`src/rtl/rxq_pkg.sv`:
```
package rxq_pkg;
   localparam int WORDS_W = 5;

   typedef logic [2:0] dsize_t;

   // bit0 threshold, bit1 full, bit2 dropped
   typedef struct packed {
      logic lost;
      logic full;
      logic wmark;
   } irq_t;

   function automatic logic [WORDS_W-1:0] elem_words(dsize_t code);
      logic [WORDS_W-1:0] w;
      case (code)
         3'd0:    w = 5'd4;
         3'd1:    w = 5'd5;
         3'd2:    w = 5'd6;
         3'd3:    w = 5'd7;
         3'd4:    w = 5'd8;
         3'd5:    w = 5'd10;
         3'd6:    w = 5'd14;
         default: w = 5'd18;
      endcase
      return w;
   endfunction
endpackage

```
`src/rtl/rxq_addr_gen.sv`:
```
module rxq_addr_gen
   import rxq_pkg::*;
#(
   parameter int ADDR_W    = 14,
   parameter int IDX_W     = 6,
   parameter bit MULT_IMPL = 1'b1
) (
   input  logic [ADDR_W-1:0] base,
   input  logic [IDX_W-1:0]  idx,
   input  dsize_t            dsize,
   output logic [ADDR_W-1:0] addr
);
   localparam int PROD_W = IDX_W + WORDS_W;

   logic [WORDS_W-1:0] words;
   logic [PROD_W-1:0]  prod;

   assign words = elem_words(dsize);

   generate
      if (MULT_IMPL) begin : g_mul
         assign prod = PROD_W'(idx) * PROD_W'(words);
      end else begin : g_shift_add
         always_comb begin
            prod = '0;
            for (int b = 0; b < IDX_W; b++) begin
               if (idx[b]) prod = prod + (PROD_W'(words) << b);
            end
         end
      end
   endgenerate

   assign addr = base + ADDR_W'(prod);
endmodule

```
`src/rtl/rxq_state.sv`:
```
module rxq_state
   import rxq_pkg::*;
#(
   parameter  int IDX_W = 6,
   localparam int CNT_W = IDX_W + 1
) (
   input  logic             clk,
   input  logic             rst_n,
   input  logic [CNT_W-1:0] depth,
   input  logic [CNT_W-1:0] wmark,
   input  logic             put_req,
   input  logic             ack_req,
   input  logic [IDX_W-1:0] ack_idx,
   input  irq_t             clr,
   output logic             put_ok,
   output logic [IDX_W-1:0] put_idx,
   output logic [IDX_W-1:0] get_idx,
   output logic [CNT_W-1:0] fill,
   output logic             full,
   output irq_t             flags
);
   logic [IDX_W-1:0] put_q, get_q, put_inc, get_jump;
   logic [CNT_W-1:0] fill_q, fill_d, put_p1, ack_p1;
   logic             ack_ok, grow, wm_en;
   irq_t             flags_q, flags_d;

   assign put_p1   = {1'b0, put_q} + 1'b1;
   assign ack_p1   = {1'b0, ack_idx} + 1'b1;
   assign put_inc  = (put_p1 >= depth) ? '0 : put_p1[IDX_W-1:0];
   assign get_jump = (ack_p1 >= depth) ? '0 : ack_p1[IDX_W-1:0];

   assign full   = (fill_q == depth);
   assign put_ok = put_req & ~full;
   assign ack_ok = ack_req & (fill_q != '0);
   assign grow   = put_ok & ~ack_ok;
   assign wm_en  = (wmark != '0) && (wmark <= depth);

   always_comb begin
      case ({put_ok, ack_ok})
         2'b10:   fill_d = fill_q + 1'b1;
         2'b01:   fill_d = fill_q - 1'b1;
         default: fill_d = fill_q;
      endcase
   end

   always_comb begin
      flags_d.wmark = (flags_q.wmark & ~clr.wmark) | (grow & wm_en & (fill_d == wmark));
      flags_d.full  = (flags_q.full  & ~clr.full)  | (grow & (fill_d == depth));
      flags_d.lost  = (flags_q.lost  & ~clr.lost)  | (put_req & ~put_ok);
   end

   always_ff @(posedge clk) begin
      if (!rst_n) begin
         put_q   <= '0;
         get_q   <= '0;
         fill_q  <= '0;
         flags_q <= '0;
      end else begin
         if (put_ok) put_q <= put_inc;
         if (ack_ok) get_q <= get_jump;
         fill_q  <= fill_d;
         flags_q <= flags_d;
      end
   end

   assign put_idx = put_q;
   assign get_idx = get_q;
   assign fill    = fill_q;
   assign flags   = flags_q;
endmodule

```
`src/rtl/rxq_fifo_mgr.sv`:
```
module rxq_fifo_mgr
   import rxq_pkg::*;
#(
   parameter  int NUM_Q     = 2,
   parameter  int IDX_W     = 6,
   parameter  int ADDR_W    = 14,
   parameter  bit MULT_IMPL = 1'b1,
   localparam int CNT_W     = IDX_W + 1,
   localparam int SEL_W     = (NUM_Q > 1) ? $clog2(NUM_Q) : 1
) (
   input  logic                    clk,
   input  logic                    rst_n,
   input  logic [NUM_Q*ADDR_W-1:0] cfg_start,
   input  logic [NUM_Q*CNT_W-1:0]  cfg_depth,
   input  logic [NUM_Q*CNT_W-1:0]  cfg_wmark,
   input  logic [NUM_Q*3-1:0]      cfg_dsize,
   input  logic                    acc_valid,
   input  logic [SEL_W-1:0]        acc_sel,
   output logic                    wr_ok,
   output logic [ADDR_W-1:0]       wr_addr,
   input  logic                    ack_valid,
   input  logic [SEL_W-1:0]        ack_sel,
   input  logic [IDX_W-1:0]        ack_idx,
   input  logic [SEL_W-1:0]        rd_sel,
   output logic [IDX_W-1:0]        rd_get_idx,
   output logic [ADDR_W-1:0]       rd_addr,
   output logic [NUM_Q*IDX_W-1:0]  put_idx,
   output logic [NUM_Q*IDX_W-1:0]  get_idx,
   output logic [NUM_Q*CNT_W-1:0]  fill,
   output logic [NUM_Q-1:0]        full,
   output logic [NUM_Q*3-1:0]      irq_flags,
   input  logic [NUM_Q*3-1:0]      irq_clr
);
   generate
      if (NUM_Q < 1)  begin : g_bad_q   $error("NUM_Q must be at least 1");   end
      if (IDX_W < 1)  begin : g_bad_i   $error("IDX_W must be at least 1");   end
      if (ADDR_W < 2) begin : g_bad_a   $error("ADDR_W must be at least 2");  end
   endgenerate

   logic [ADDR_W-1:0] q_wr_addr [NUM_Q];
   logic [ADDR_W-1:0] q_rd_addr [NUM_Q];
   logic [IDX_W-1:0]  q_get     [NUM_Q];
   logic [NUM_Q-1:0]  q_put_ok;

   genvar q;
   generate
      for (q = 0; q < NUM_Q; q++) begin : g_q
         logic [IDX_W-1:0] pi, gi;
         irq_t             fl;

         rxq_state #(.IDX_W(IDX_W)) u_state (
            .clk     (clk),
            .rst_n   (rst_n),
            .depth   (cfg_depth[q*CNT_W +: CNT_W]),
            .wmark   (cfg_wmark[q*CNT_W +: CNT_W]),
            .put_req (acc_valid && (acc_sel == SEL_W'(q))),
            .ack_req (ack_valid && (ack_sel == SEL_W'(q))),
            .ack_idx (ack_idx),
            .clr     (irq_t'(irq_clr[q*3 +: 3])),
            .put_ok  (q_put_ok[q]),
            .put_idx (pi),
            .get_idx (gi),
            .fill    (fill[q*CNT_W +: CNT_W]),
            .full    (full[q]),
            .flags   (fl)
         );

         rxq_addr_gen #(.ADDR_W(ADDR_W), .IDX_W(IDX_W), .MULT_IMPL(MULT_IMPL)) u_wr_ag (
            .base  (cfg_start[q*ADDR_W +: ADDR_W]),
            .idx   (pi),
            .dsize (dsize_t'(cfg_dsize[q*3 +: 3])),
            .addr  (q_wr_addr[q])
         );

         rxq_addr_gen #(.ADDR_W(ADDR_W), .IDX_W(IDX_W), .MULT_IMPL(MULT_IMPL)) u_rd_ag (
            .base  (cfg_start[q*ADDR_W +: ADDR_W]),
            .idx   (gi),
            .dsize (dsize_t'(cfg_dsize[q*3 +: 3])),
            .addr  (q_rd_addr[q])
         );

         assign put_idx[q*IDX_W +: IDX_W] = pi;
         assign get_idx[q*IDX_W +: IDX_W] = gi;
         assign irq_flags[q*3 +: 3]       = fl;
         assign q_get[q]                  = gi;
      end
   endgenerate

   always_comb begin
      wr_ok      = 1'b0;
      wr_addr    = '0;
      rd_get_idx = '0;
      rd_addr    = '0;
      for (int i = 0; i < NUM_Q; i++) begin
         if (acc_sel == SEL_W'(i)) begin
            wr_ok   = q_put_ok[i];
            wr_addr = q_wr_addr[i];
         end
         if (rd_sel == SEL_W'(i)) begin
            rd_get_idx = q_get[i];
            rd_addr    = q_rd_addr[i];
         end
      end
   end
endmodule

```
`config.mk`:
```
export PLATFORM = sky130hd
export DESIGN_NAME = rxq_fifo_mgr
export DESIGN_NICKNAME = d
export VERILOG_FILES = /design/src/rtl/rxq_pkg.sv /design/src/rtl/rxq_addr_gen.sv /design/src/rtl/rxq_state.sv /design/src/rtl/rxq_fifo_mgr.sv
export SDC_FILE = /design/constraint.sdc
export NUM_CORES = 1
export LEC_CHECK = 0
export ABC_CLOCK_PERIOD_IN_PS = 8600
export BUFFER_PORTS_ARGS = -buffer_cell sky130_fd_sc_hd__buf_2
export CELL_PAD_IN_SITES_DETAIL_PLACEMENT = 1
export CELL_PAD_IN_SITES_GLOBAL_PLACEMENT = 1
export CORE_ASPECT_RATIO = 1.1
export CORE_MARGIN = 2
export CORE_UTILIZATION = 40
export DETAILED_ROUTE_END_ITERATION = 10
export GPL_ROUTABILITY_DRIVEN = 0
export PLACE_DENSITY = 0.85
export SYNTH_ARGS = -nofsm -noshare
export SYNTH_HDL_FRONTEND = slang
export SYNTH_SLANG_ARGS = --single-unit
```
`constraint.sdc`:
```
create_clock -name clk -period 8.6 [get_ports clk]
set_input_delay 2.58 -clock clk [delete_from_list [all_inputs] [get_ports clk]]
set_output_delay 2.58 -clock clk [all_outputs]
set_load 0.01 [all_outputs]
```
**Yosys cells after proc, flatten, opt, wreduce, memory -nomap -nowiden**

Cells that the tools add are included.

- Register bits after elaboration: 44
- Input bits: 81
- Output and inout bits: 81
- Logic and storage cells: 119

- $add $sub $neg: 11
- Multipliers: 4
- Order comparisons: 6
- Equal/unequal tests: 22
- Mux-type cells: 12
- Bitwise logic cells: 40
- Reduce and logical (&&, ||, !) cells: 12

Operator list:

| kind | count |
|---|---|
| 5-bit case mux with 7 select lines | 2 |
| 14-bit by 11-bit adder with 14-bit output | 4 |
| 6-bit by 5-bit multiplier with 11-bit output | 4 |
| 7-bit == test | 6 |
| 6-bit 2-to-1 mux | 5 |
| 7-bit >= comparator | 4 |
| 14-bit 2-to-1 mux | 2 |
| 7-bit case mux with 2 select lines | 2 |
| 7-bit nonzero test | 4 |
| 6-bit by 1-bit adder with 7-bit output, second input constant | 3 |
| 1-bit bitwise AND | 20 |
| 3-bit == test, second input constant | 6 |
| 7-bit by 1-bit adder with 7-bit output, second input constant | 2 |
| 7-bit <= comparator | 2 |
| 1-bit NOT | 14 |
| 7-bit by 1-bit subtractor with 7-bit output, second input constant | 2 |
| 3-bit by 2-bit == test with 1-bit output, second input constant | 4 |
| 3-bit by 1-bit == test with 1-bit output, second input constant | 2 |
| 1-bit logical AND | 6 |
| 3-bit zero test | 2 |
| 1-bit OR | 6 |
| 2-bit by 1-bit == test with 1-bit output, second input constant | 2 |
| 2-bit == test, second input constant | 2 |
| 1-bit 2-to-1 mux | 1 |

**Longest topological paths before layout**

- Depth after elaboration: 8
- Depth in mapped cells: 18
- Mapped depth without buffers: 17

**By module**

Synthesis repeated with hierarchy kept, for this count alone.

- Cell total of the unflattened synthesis: 1103
- Area, all modules: 9661.8 um^2

Modules (own cells, without submodules):

| module | times used | cells each | area each (um^2) | sequential area each (um^2) |
|---|---|---|---|---|
| rxq_addr_gen at g_q[0].u_rd_ag ... | 3 | 146 | 1252.5 | 0.0 |
| rxq_state at g_q[1].u_state | 1 | 238 | 2110.8 | 440.4 |
| rxq_state at g_q[0].u_state | 1 | 237 | 2014.4 | 440.4 |
| rxq_addr_gen at g_q[1].u_rd_ag | 1 | 147 | 1280.0 | 0.0 |
| rxq_fifo_mgr | 1 | 43 | 499.2 | 0.0 |

**Worst setup path before layout**

OpenSTA, ideal clock, no wires.

- Path type: input-to-output
- Start: in cfg_dsize[5]
- End: out wr_addr[12]
- Arrival: 6272 ps
- Data required time: 6020 ps
- Slack: -252 ps
- Stages: 15
- Path buffers: 1
- Path through: a21boi_0 -> clkbuf_1 -> nand2_1 -> fa_1 -> fa_1 -> fa_1 -> inv_1 -> ha_1 -> a21o_1 -> a21oi_1 -> nor2b_1 -> o31ai_1 -> a31oi_1 -> xnor2_1 -> mux2i_1

- Word-level cells in the longest chain between the ends: 5
- Elaborated cells on any way between the ends: 11
- Those cells by class: add/sub: 1; mul: 1; eq/ne: 6; mux: 2; reduce/logical: 1

RTL lines:

| item | line | text |
|---|---|---|
| from (decl) | rxq_fifo_mgr.sv:16 | `input logic [NUM_Q*3-1:0] cfg_dsize,` |
| 3-bit == test (tied with other cells) | rxq_pkg.sv:15 | `case (code)` |
| 5-bit case mux with 7 select lines (*) | rxq_pkg.sv:15 |  |
| 6-bit by 5-bit multiplier with 11-bit output (*) | rxq_addr_gen.sv:22 | `assign prod = PROD_W'(idx) * PROD_W'(words);` |
| 14-bit by 11-bit adder with 14-bit output (*) | rxq_addr_gen.sv:33 | `assign addr = base + ADDR_W'(prod);` |
| 14-bit 2-to-1 mux (*) | rxq_fifo_mgr.sv:95 | `if (acc_sel == SEL_W'(i)) begin` |
| to (decl) | rxq_fifo_mgr.sv:20 | `output logic [ADDR_W-1:0] wr_addr,` |

Every way passes the cells marked *; elsewhere a longest branch is shown, timed or not.

**Final worst setup path**

- Start: in cfg_dsize[2]
- End: out wr_addr[13]

Same word-level chain as after synthesis.

==> flow_summary.yaml <==
worst_setup_path:
  crit_required_ns: 6.02
  cpMostUsedCell: "fa_1"
  timing.rr.start: "g_q[0].u_state.fill[0]"
  reg2reg_slack_ns: 4.27
  cp_top_family: "adder cells"
  worstPathCellList: "buf_12 > a21boi_4 > buf_6 > and2_4 > fa_1 > fa_1 > inv_2 > fa_1 > inv_2 > ha_4 > a21o_1 > a21oi_2 > o21ai_2 > a31oi_4 > o221ai_1 > a21o_1 > o22ai_2 > buf_2"
  worstPathArrival_ns: 6.40
  r2r_end: "g_q[0].u_state.flags[0]"
  slowest_stage: "fa_1"
  slowest_delay_ns: 0.57
  critPathBufInv: 5
  cp-start-kind: "input port"
  worstPathMaxFanout: 6
  path_class: "in2out"
  r2r_cells: 12
  endpoint_kind: "output port"
detailed_routing:
  drt_wl_total_mm: 37.4
  num_vias: 9416
  drt_iter0_markers: 348
  wire_per_inst_um: 22.7
  dr.pass1.iters: 7
  postRouteAntennaNets: 0
  vias_per_cell: 5.71
  drc: 0
global_route:
  grt_start_max_net_pins: 30
  overflow: 0
  antenna_found_initial: 0
  grt_pass1_wl_mm: 54.6
  grt_use_total: 0.288
  grt_pass1_vias: 10310
finish:
  antenna_cells: 0
  syn2layout_area_growth_pct: 31.1
  drive_above_1_share: 0.319
  final_cells: 1650
  finalNetCount: 1659
flow_run:
  drv_cap: 0
placed_design:
  dp_hpwl_mm: 26.0
  place_inst: 1615
  io_buffers: 161
  post-place-ws_ns: -0.646
die:
  rows: 58
  core_area_um2: 22800
  die_y_um: 163
  die_area_um2: 24300
  die_x_um: 149
  ios: 162
  start_util: 0.405
min_path:
  hp-class: "reg2reg"
  hold_path_depth: 2
  hp-start: "g_q[0].u_state.flags[2]"
  hold_path_end: "g_q[0].u_state.flags[2]"
yosys:
  syn-num-nets: 1426
  ys_ff_latch: 44
  synth_area_leaders: "ha_1, fa_1, dfxtp_1, xnor2_1, inv_1"
  synth-edff-count: 0
  async_flop_share: 0
  synth_top_cell_area_share: 0.194
  synth_cells: 1116
  synthTopCellsByCount: "inv_1, ha_1, nand2_1"
  ys_types: 53
  synth_most_common_cell: "inv_1"
  yosysSeqAreaShare: 0.0954
  avgSynthCellArea_um2: 8.27
  ys.flop_type: "dfxtp_1"
  yosys_warnings: 0
  synth_area_leader_cell: "ha_1"
  synth_area_um2: 9230
clock_tree:
  insertion_delay_ns: 0.29
  cts.path.max_buffers: 2
  cts_buffers: 5
  path_clk_slew_ns: 0.07
  cts.hold.buffers_added: 0
  cts-root-buf: "clkbuf_16"
  cts_tree: "yes"
  h-tree-depth: 2
  clock_sinks: 44
sta:
  rsz0062_at_grt: "true"
  fin_ws_ns: -0.382
  min_period_ns: 8.98
  finClkSkew_ns: 0.00511
  tightest_slew_ns: 0.770
  fmax_mhz: 111
  hold_viol: 0
  timing.hold.ws_ns: 0.479
  relSlewSlack: 0.483
  tns_ns: -4.35
  finalSetupViolations: 16
  finalCritPeriodShare: 1.04
  final-max-slew-violation-count: 0
pwr:
  ir_drop_mv: 0.104
  power_density_nw_per_um2: 108
  power.leakage_nw: 6.06
outcome:
  violations: "negative setup slack"
  status: "complete, but fails checks"
## power breakdown
group          switching [W]  total [W]  internal, W
logic               0.000452   0.000812     0.000360
clock network      0.0000840   0.000221     0.000137
registers          0.0000488   0.000271     0.000222
## cells in the final DEF, fill, tap and decap left out, types with 7 or more instances in the layout
master    synthesis  layout
buf_2             2     155
inv_1           150     129
ha_1            143     125
nand2_1         101      90
buf_4             3      89
fa_1             86      76
and2_1           79      68
xnor2_1          67      59
dfxtp_1          44      44
nor2_1           43      40
xor2_1           31      30
a21oi_1          51      30
a21o_1           28      28
o21ai_0          46      27
nand3_1          26      26
inv_2             0      19
ha_4              0      18
nor3_1           18      16
mux2_2           16      16
a21oi_2           0      16
buf_6             1      16
o21a_1           15      15
o21ai_1           3      13
nand2b_1         12      12
and2_4            0      11
o21ai_2           4      11
fa_2              0      10
nor4_1            9       9
nand4_1           8       8
xnor2_2           0       8
a22o_1            8       8
a211oi_1          8       8
nand2_2           0       7
## metal layers
metal / up-vias / global-route usage / share of wire
li1: 4198 / - / -
met1: 4693 / 0.318 / 0.38
met2: 394 / 0.538 / 0.51
met3: 131 / 0.0472 / 0.059
met4: 0 / 0.134 / 0.050
met5: - / 0 / 0
## state kept, by name, summed over array words and instances (netlist names)
name and cells:
g_q.u_state.flags 6, g_q.u_state.put_idx 12, g_q.u_state.fill 14, g_q.u_state.get_idx 12
## cell families (layout without fill, tap and decap cells)
logic type	Yosys count	in the layout	share of synthesized area
buffers and inverters	190	424	0.0795
multiplexers	20	20	0.0239
flip-flops	44	44	0.0954
XOR/XNOR	98	98	0.0930
AO/OA/AOI/OAI	207	207	0.146
adder cells (fa/ha/maj)	229	229	0.380
AND/OR/NAND/NOR	328	328	0.182
## cell type report
type                    instances  area [µm²]
fillers                      2747       10700
repair buffers                265        1710
clock inverters                 2        35.0
flip-flops and latches         44         881
clock buffers                   6         129
multi-input cells             882        8400
well taps                     300         375
inverters                     151         574
## metrics by stage
stage,area (µm²),total power [W],utilization
after floorplan,9340,0.000693,-
after global placement,10900,0.000919,0.479
after detailed placement,10900,0.000964,0.479
after CTS,11800,0.00123,0.516
after global routing,12100,0.00139,0.531
final,12100,0.00130,0.531
## repair_timing
item                                    in CTS  in global routing
setup buffers                               16                  9
gates cloned                                 3                  0
endpoints found under the setup margin      18                 18
resized for setup                          142                 70
pin swaps                                   75                 38
## worst register-to-register path, delay by kind of cell, from the launching register on
kind                     cells  cell delay, ns
AO/OA/AOI/OAI                3            1.11
adder cells (fa/ha/maj)      2            0.82
flip-flops                   1            0.54
XOR/XNOR                     2            0.38
AND/OR/NAND/NOR              5            1.40
## worst max path at each step
stage                      start     endpoint  slack [ns]  depth (start not counted)
finish              cfg_dsize[2]  wr_addr[13]       -0.38                         18
global route        cfg_dsize[0]  wr_addr[10]       -0.48                         19
CTS                 cfg_dsize[3]  rd_addr[13]       -0.24                         19
detailed placement  cfg_dsize[3]  wr_addr[13]       -0.65                         17
global placement    cfg_dsize[3]  wr_addr[13]       -0.44                         17
floorplan           cfg_dsize[5]  wr_addr[12]       -0.04                         15
No activity file was read; power rests on OpenSTA's default activity.
